### config.mk
export PLATFORM = sky130hd
export DESIGN_NAME = stair_gate_seq
export DESIGN_NICKNAME = d
export VERILOG_FILES = /design/src/rtl/stair_pkg.sv /design/src/rtl/stair_phase_timer.sv /design/src/rtl/stair_level_finder.sv /design/src/rtl/stair_gate_map.sv /design/src/rtl/stair_gate_seq.sv
export SDC_FILE = /design/constraint.sdc
export NUM_CORES = 1
export LEC_CHECK = 0
export BUFFER_PORTS_ARGS = -buffer_cell sky130_fd_sc_hd__buf_2
export CAP_MARGIN = 20
export CORE_MARGIN = 2
export CORE_UTILIZATION = 35
export CTS_BUF_LIST = sky130_fd_sc_hd__clkbuf_4 sky130_fd_sc_hd__clkbuf_8
export DETAILED_ROUTE_END_ITERATION = 8
export GPL_TIMING_DRIVEN = 0
export HOLD_SLACK_MARGIN = 0.1
export PLACE_DENSITY = 0.57
export SLEW_MARGIN = 20
export SYNTH_ARGS = -nofsm -noshare
export SYNTH_HDL_FRONTEND = slang
export SYNTH_SLANG_ARGS = --single-unit
### constraint.sdc
create_clock -name clk_i -period 15.4 [get_ports clk_i]
set_clock_uncertainty 0.15 [all_clocks]
set_input_delay 1.54 -clock clk_i [delete_from_list [all_inputs] [get_ports clk_i]]
set_output_delay 1.54 -clock clk_i [all_outputs]
set_load 0.02 [all_outputs]
### src/rtl/stair_pkg.sv
package stair_pkg;
  localparam int unsigned STEPS  = 11;
  localparam int unsigned LVL_W  = 5;
  localparam int unsigned GATE_W = 9;

  typedef logic signed [LVL_W-1:0] lvl_t;
  typedef logic [GATE_W-1:0]       gate_t;

  localparam int G_S1  = 0;
  localparam int G_S2  = 1;
  localparam int G_S3  = 2;
  localparam int G_S4  = 3;
  localparam int G_SX  = 4;
  localparam int G_SY  = 5;
  localparam int G_SP1 = 6;
  localparam int G_SN1 = 7;
  localparam int G_SN2 = 8;

  function automatic gate_t g3(int a, int b, int c);
    return (gate_t'(1) << a) | (gate_t'(1) << b) | (gate_t'(1) << c);
  endfunction

  localparam gate_t ZERO_STATE = gate_t'(9'h02C);

  // turn-on instants at 10000 ticks/period, asin(k*30/335)/(2*pi)
  function automatic int unsigned base_tick(int unsigned idx);
    case (idx)
      1:       return 143;
      2:       return 287;
      3:       return 433;
      4:       return 583;
      5:       return 739;
      6:       return 903;
      7:       return 1079;
      8:       return 1271;
      9:       return 1489;
      10:      return 1766;
      default: return 2225;
    endcase
  endfunction

  function automatic int unsigned step_tick(int unsigned idx, int unsigned ticks);
    longint unsigned p;
    p = longint'(base_tick(idx));
    p = p * longint'(ticks) + 64'd5000;
    return int'(p / 64'd10000);
  endfunction
endpackage

### src/rtl/stair_phase_timer.sv
module stair_phase_timer #(
  parameter int unsigned TICKS = 10000,
  parameter int unsigned PW    = $clog2(TICKS)
) (
  input  logic          clk_i,
  input  logic          rst_ni,
  input  logic          enable_i,
  input  logic          tick_i,
  output logic [PW-1:0] phase_o
);
  localparam logic [PW-1:0] LAST = PW'(TICKS - 1);

  always_ff @(posedge clk_i or negedge rst_ni) begin
    if (!rst_ni)       phase_o <= '0;
    else if (!enable_i) phase_o <= '0;
    else if (tick_i)    phase_o <= (phase_o == LAST) ? '0 : phase_o + PW'(1);
  end
endmodule

### src/rtl/stair_level_finder.sv
module stair_level_finder import stair_pkg::*; #(
  parameter int unsigned TICKS = 10000,
  parameter int unsigned PW    = $clog2(TICKS)
) (
  input  logic [PW-1:0] phase_i,
  output lvl_t          level_o
);
  localparam int unsigned HALF = TICKS / 2;
  localparam int unsigned QTR  = TICKS / 4;

  logic          neg_half;
  logic [PW-1:0] in_half;
  logic [PW-1:0] fold;
  logic [STEPS-1:0] above;
  logic [3:0]    cnt;

  always_comb begin
    neg_half = (phase_i >= PW'(HALF));
    in_half  = neg_half ? phase_i - PW'(HALF) : phase_i;
    fold     = (in_half >= PW'(QTR)) ? PW'(HALF) - in_half : in_half;
  end

  for (genvar i = 0; i < STEPS; i++) begin : g_cmp
    localparam logic [PW-1:0] THR = PW'(step_tick(i + 1, TICKS));
    assign above[i] = (fold >= THR);
  end

  always_comb begin
    cnt = '0;
    for (int i = 0; i < STEPS; i++) cnt = cnt + {3'b000, above[i]};
  end

  assign level_o = neg_half ? -lvl_t'({1'b0, cnt}) : lvl_t'({1'b0, cnt});
endmodule

### src/rtl/stair_gate_map.sv
module stair_gate_map import stair_pkg::*; (
  input  lvl_t  level_i,
  output gate_t gates_o,
  output logic  bad_o
);
  always_comb begin
    case (level_i)
      lvl_t'(0):   gates_o = g3(G_S3,  G_S4,  G_SY);
      lvl_t'(1):   gates_o = g3(G_SP1, G_S3,  G_SY);
      lvl_t'(2):   gates_o = g3(G_S1,  G_S3,  G_SY);
      lvl_t'(3):   gates_o = g3(G_SN2, G_S4,  G_SY);
      lvl_t'(4):   gates_o = g3(G_SN2, G_SP1, G_SY);
      lvl_t'(5):   gates_o = g3(G_S1,  G_SN2, G_SY);
      lvl_t'(6):   gates_o = g3(G_SN1, G_S4,  G_SY);
      lvl_t'(7):   gates_o = g3(G_SP1, G_SN1, G_SY);
      lvl_t'(8):   gates_o = g3(G_SN1, G_S1,  G_SY);
      lvl_t'(9):   gates_o = g3(G_S2,  G_S4,  G_SY);
      lvl_t'(10):  gates_o = g3(G_S2,  G_SP1, G_SY);
      lvl_t'(11):  gates_o = g3(G_S1,  G_S2,  G_SY);
      lvl_t'(-1):  gates_o = g3(G_SP1, G_S2,  G_SX);
      lvl_t'(-2):  gates_o = g3(G_S4,  G_S2,  G_SX);
      lvl_t'(-3):  gates_o = g3(G_SN1, G_S1,  G_SX);
      lvl_t'(-4):  gates_o = g3(G_SN1, G_SP1, G_SX);
      lvl_t'(-5):  gates_o = g3(G_SN1, G_S4,  G_SX);
      lvl_t'(-6):  gates_o = g3(G_SN2, G_S1,  G_SX);
      lvl_t'(-7):  gates_o = g3(G_SN2, G_SP1, G_SX);
      lvl_t'(-8):  gates_o = g3(G_SN2, G_S4,  G_SX);
      lvl_t'(-9):  gates_o = g3(G_S3,  G_S1,  G_SX);
      lvl_t'(-10): gates_o = g3(G_S3,  G_SP1, G_SX);
      lvl_t'(-11): gates_o = g3(G_S3,  G_S4,  G_SX);
      default:     gates_o = '0;
    endcase
  end

  assign bad_o = ($countones(gates_o) != 3) || (gates_o[G_SX] && gates_o[G_SY]);
endmodule

### src/rtl/stair_gate_seq.sv
module stair_gate_seq import stair_pkg::*; #(
  parameter int unsigned TICKS       = 10000,
  parameter int unsigned DEAD_CYCLES = 3
) (
  input  logic                    clk_i,
  input  logic                    rst_ni,
  input  logic                    enable_i,
  input  logic                    tick_i,
  output logic [GATE_W-1:0]       gates_o,
  output logic signed [LVL_W-1:0] level_o,
  output logic                    fault_o
);
  localparam int unsigned PW = $clog2(TICKS);
  localparam int unsigned DW = $clog2(DEAD_CYCLES + 1);

  logic [PW-1:0] phase;
  lvl_t          target;
  lvl_t          cur_q;
  gate_t         mapped;
  logic          bad;
  logic [DW-1:0] dead_q;
  gate_t         gates_q;
  logic          fault_q;

  stair_phase_timer #(.TICKS(TICKS), .PW(PW)) u_timer (
    .clk_i, .rst_ni, .enable_i, .tick_i, .phase_o(phase)
  );

  stair_level_finder #(.TICKS(TICKS), .PW(PW)) u_finder (
    .phase_i(phase), .level_o(target)
  );

  stair_gate_map u_map (
    .level_i(cur_q), .gates_o(mapped), .bad_o(bad)
  );

  always_ff @(posedge clk_i or negedge rst_ni) begin
    if (!rst_ni) begin
      cur_q   <= '0;
      dead_q  <= '0;
      gates_q <= ZERO_STATE;
      fault_q <= 1'b0;
    end else if (!enable_i) begin
      cur_q   <= '0;
      dead_q  <= '0;
      gates_q <= ZERO_STATE;
      fault_q <= 1'b0;
    end else if (target != cur_q) begin
      // break before make: all devices off for the dead window
      cur_q   <= target;
      dead_q  <= DW'(DEAD_CYCLES);
      gates_q <= '0;
    end else if (dead_q > DW'(1)) begin
      dead_q  <= dead_q - DW'(1);
      gates_q <= '0;
    end else begin
      dead_q  <= '0;
      gates_q <= bad ? ZERO_STATE : mapped;
      fault_q <= bad;
    end
  end

  assign gates_o = gates_q;
  assign level_o = cur_q;
  assign fault_o = fault_q;
endmodule

# == After elaboration in Yosys (flattened, before gate mapping) ==
# Memory sizes are Yosys's and may differ from the RTL's.
# Index checks and enable logic that the tools add are counted.
# totals
reg_bits,31
n_memories,1
out_inout_bits,15
rom_bits,288
# classes
eq_ne,7
muxes,18
magnitude_cmp,14
n_addsub,23
reduce_logical,3
# mem_list
name,depth,word_bits,rd,rd_clocked_by_memory_dff,write_ports,line,source
(no name shown),32,9,1,0,0,stair_gate_map.sv:7,case (level_i)
# op_table
op,count
$add 32x32->32,3
$mux 14,5
$ge 14x11->1 const B,4
$ge 14x10->1 const B,3
$add 4x1->4,9
$mux 9,4
$add 32x1->32,1
$ne 32x3->1 const B,1
$ge 14x12->1 const B,2
$ge 14x9->1 const B,2
$mux 5,3
$add 14x1->14 const B,1
$eq 14x14->1 const B,1
$ge 14x13->1 const B,1
$ge 14x8->1 const B,1
$sub 13x14->14 const A,1
$sub 14x13->14 const B,1
$add 1x1->2,5
$mux 2,3
$ne 5x5->1,1
$neg 4->5,1
$ne 2x1->1 const B,2
$ne 2x2->1 const B,2
$mux 1,3
5 further kinds,5

# == Depth between registers and ports, before layout ==
# logic_depth
depth_word,20
mapped_depth,35

# == Modules after synthesis ==
# Synthesis repeated with hierarchy kept, for this count alone.
# unflattened
cells_unflattened,488
area_unflattened_um2,3935.0
# by_module_without_submodules
module,area_each_um2,cells_each,n_inst
stair_level_finder,1894.3,273,1
stair_phase_timer,789.5,86,1
stair_gate_seq,656.9,53,1
stair_gate_map,594.3,76,1

# == Least setup slack after synthesis ==
# No wires, ideal clock.
# synth_timing
kind,register to register
startpoint,reg u_timer.phase_o[3]
endpoint,"reg gates_q[0], in the netlist gates_o[0]"
stages_incl_launch_ff,33
t_arrival_ps,7722
n_path_buf,3
slack_ps,7428
setup_time_ps,100
path_cell_list,dfrtp_1 > clkbuf_1 > inv_1 > ha_1 > or3b_1 > clkbuf_1 > a211oi_1 > o21ai_0 > nor2_1 > o311a_1 > buf_6 > or4_4 > nand4b_4 > a31oi_1 > or3_1 > ha_1 > inv_1 > fa_1 > fa_1 > inv_1 > fa_1 > ha_1 > fa_1 > inv_1 > ha_1 > inv_1 > nor2_1 > a22oi_1 > xnor2_1 > nand2_1 > nor4_2 > nand4_1 > a311oi_1
# synth_between
elab_chain_len,20
elab_cells_between_ends,32
classes_between,add/sub: 13; order compare: 13; eq/ne: 1; mux: 5
# synth_lines
item,line,source
"start, declared",stair_phase_timer.sv:9,output logic [PW-1:0] phase_o
"start signal, assigned",stair_phase_timer.sv:16,else if (tick_i) phase_o <= (phase_o == LAST) ? '0 : phase_o + PW'(1);
$sub 14x13->14 / $ge 14x13->1 (equally long branches),"stair_level_finder.sv:19, stair_level_finder.sv:18",
$mux 14,stair_level_finder.sv:19,in_half = neg_half ? phase_i - PW'(HALF) : phase_i;
$sub 13x14->14 / $ge 14x12->1 (equally long branches),stair_level_finder.sv:20,fold = (in_half >= PW'(QTR)) ? PW'(HALF) - in_half : in_half;
$mux 14,stair_level_finder.sv:20,
$ge 14x8->1 / $ge 14x9->1 (equally long branches),stair_level_finder.sv:25,assign above[i] = (fold >= THR);
$add 1x1->2,stair_level_finder.sv:30,"for (int i = 0; i < STEPS; i++) cnt = cnt + {3'b000, above[i]};"
$add 4x1->4 (9 in a row),stair_level_finder.sv:30,
$neg 4->5,stair_level_finder.sv:33,"assign level_o = neg_half ? -lvl_t'({1'b0, cnt}) : lvl_t'({1'b0, cnt});"
$mux 5 (*),stair_level_finder.sv:33,
$ne 5x5->1 (*),stair_gate_seq.sv:48,end else if (target != cur_q) begin
$mux 9 (*),stair_gate_seq.sv:48,
$mux 9 (*),stair_gate_seq.sv:43,end else if (!enable_i) begin
"end signal, assigned",stair_gate_seq.sv:58,gates_q <= bad ? ZERO_STATE : mapped;
"end, declared",stair_gate_seq.sv:22,gate_t gates_q;
# Mark *: on every way between the ends. The rest lies on a longest branch, timed or not.
# A chain may end at the register's enable or synchronous reset.

# == Worst setup path in the final report ==
# Ends and elaborated chain as after synthesis.

==> flow_summary.toml <==
[cts]
cts_max_level = 2
cts_resized = 0
clockRootBuffer = "clkbuf_8"
cts-buffers-inserted = 5
cts_setup_buffers = 0
cts-hold-fix-buffers = 0
cts.sinks = 31
cts_buffer_depth = 2
clk_latency_ns = 0.29
cts_tree = "done"
clk_pin_slew_ns = 0.07

[worst_setup_path]
end_kind = "register"
cpPeakStageDelay_ns = 0.61
reg2regPathDepth = 33
slowest_stage = "nor4_2"
rr_startpoint = "u_timer.phase_o[3]"
start_kind = "register"
required_ns = 15.44
crit_arrival_ns = 9.37
path_max_fanout = 10
r2r_end = "gates_o[0]"
cp_common_cell = "inv_1"
critical_path_class = "reg2reg"
rrSetupSlack_ns = 6.07

[global_route]
grt_max_degree = 32
grt_pass1_wl_um = 17420
antenna_found_initial = 0
grt_overflow = 0
grt_pass1_vias = 3619
grt_usage = 0.1824

[worst_hold_path]
min_from = "dead_q[0]"
whs_endpoint = "dead_q[1]"
holdPathStages = 2
hp-class = "reg2reg"

[placed_design]
gp_congestion = 0.9184
place_area_um2 = 4167
dpl.hpwl_um = 8319
io_buffers = 17
preCtsSetupSlack_ns = 6.170

[sta]
slew_violations = 0
fin_crit_sh = 0.6057
worst_slack_ns = 6.072
max_slew_margin = 0.4300
worstMarginPinSlew_ns = 0.8478
setup_tns_ns = 0
finalHoldViolations = 0
rsz0062_at_grt = "false"
setup_viol = 0
min_period_ns = 9.328
fmax_mhz = 107.2
timing.hold.ws_ns = 0.3744

[floorplan]
ios = 19
rows = 38
die_w_um = 109.6
coreArea_um2 = 10890
initial_core_util = 0.3588
dieArea_um2 = 12020
fp.dieH_um = 109.6

[run_status]
status = "complete, no violations"

[synth]
synth_top_area_share = 0.1794
synth_cell_type_count = 83
synth.most_common_cell = "nor2_1"
synth_area_um2 = 3906
async_flop_share = 1.000
synth_edf_count = 0
synth_commonest_cells = "nor2_1 (44), nand2_1 (37), o21ai_0 (32)"
postSynthCellCount = 491
synth_top_area_cell = "dfrtp_1"
ys_ff_latch = 31
syn-num-nets = 528
ys.flop_type = "dfrtp_1"
syn_avg_cell_area_um2 = 7.956
yosys_warnings = 0
ys_seq_area_frac = 0.1996
yosys-top-cells-area = "dfrtp_1 (18%), ha_1 (7.0%), fa_1 (5.6%)"

[layout]
drive_gt1_frac = 0.1279
n_antenna_cell = 0
postLayoutCellArea_um2 = 4255
nNetsFinal = 552
nFillCells = 1125
area_delta_synth_final_pct = 8.937

[pwr]
vdd_drop_max_v = 0.00002392
p_total_mw = 0.1732
power.density_nw_per_um2 = 40.70
leakagePower_nw = 1.674

[routing]
drt_iter0_drc = 385
ant_nets = 0
vias_per_cell = 5.739
vias = 3765
route.detailed.drc = 0
firstDrtPassIters = 5
routed_wl_um = 10700
wire_per_inst_um = 16.31

[job]
cap_violations = 0
[area by class of cell]
type | count | area (um^2) | share of cell area
multi-input cells | 397 | 2855 | 0.6710
flip-flops and latches | 31 | 779.5 | 0.1832
inverters | 29 | 108.9 | 0.02558
well taps | 140 | 175.2 | 0.04116
repair buffers | 17 | 85.08 | 0.01999
plain buffers | 34 | 162.7 | 0.03822
clock buffers | 5 | 68.82 | 0.01617
clock inverters | 3 | 20.02 | 0.004705
[worst max-delay path, delay by kind of cell (launching register included)]
family / cells / cell delay (ns)
AO/OA/AOI/OAI: 6 / 1.47
XOR/XNOR: 2 / 0.41
AND/OR/NAND/NOR: 8 / 1.97
adder cells (fa/ha/maj): 8 / 3.07
buffers and inverters: 9 / 1.63
flip-flops: 1 / 0.51
[placed cells by master (no fill, tap or decap), types with 4 or more instances in the layout]
cell type	count
ha_1	22
nor4_1	5
a21oi_1	24
nor3_1	12
nand4_1	8
xor2_1	8
and3_1	5
nor2b_1	9
fa_1	11
xnor2_1	22
nand2b_1	13
nor3b_1	4
clkbuf_8	5
or3_1	7
o211ai_1	9
nand3_1	14
nand2_1	37
clkbuf_1	22
inv_1	29
nor2_1	44
o21a_1	8
dfrtp_1	28
o21ai_0	32
buf_2	21
o31ai_1	6
a22oi_1	5
and2_1	4
a31oi_1	4
[registers in the layout (all words and copies together), names as in the netlist]
signal and cells:
dead_q 2, fault_o 1, gates_o 9, level_o 5
u_timer.phase_o 14
[report_power, final]
group | switching (mW) | total [mW] | internal [mW]
registers | 0.00135 | 0.0839 | 0.0825
clock network | 0.0347 | 0.0662 | 0.0314
logic | 0.0154 | 0.0232 | 0.00779
total | 0.0515 | 0.173 | 0.122
[worst max-delay path by stage]
stage                             from         end  slack, ns  depth (start not counted)
floorplan           u_timer.phase_o[3]  gates_o[0]       7.43                         32
global placement    u_timer.phase_o[3]  gates_o[0]       6.15                         31
CTS                 u_timer.phase_o[3]  gates_o[0]       6.13                         31
global route        u_timer.phase_o[3]  gates_o[1]       5.45                         31
detailed placement  u_timer.phase_o[3]  gates_o[0]       6.17                         31
finish              u_timer.phase_o[3]  gates_o[0]       6.07                         33
[through the flow]
stage / std cells / util
after floorplan: 491 / -
after global placement: 648 / 0.3827
after detailed placement: 648 / 0.3827
after CTS: 656 / 0.3908
after global routing: 656 / 0.3908
final: 656 / 0.3908
[per-layer routing]
layer | up-vias | GRT usage | share of wire | wire length, um
li1 | 1832 | - | - | -
met4 | 0 | 0.05696 | 0.024 | 257
met3 | 24 | 0.02727 | 0.046 | 487
met5 | - | 0 | 0 | 0
met1 | 1807 | 0.2317 | 0.45 | 4816
met2 | 102 | 0.3170 | 0.48 | 5141
[cells by family (layout without fill, tap and decap cells)]
group                      after synthesis  in the layout  synth area share
other                                    1              1         0.0009600
xor gates and xnor gates                31             31           0.07143
AOI/OAI and AO/OA                      139            139            0.2540
buffers and inverters                   63             88           0.06950
and+or+nand+nor                        188            188            0.2639
DFF                                     31             31            0.1996
adders and majority gates               33             33            0.1268
muxes                                    5              5           0.01377
Power figures use the tool's default switching activity.
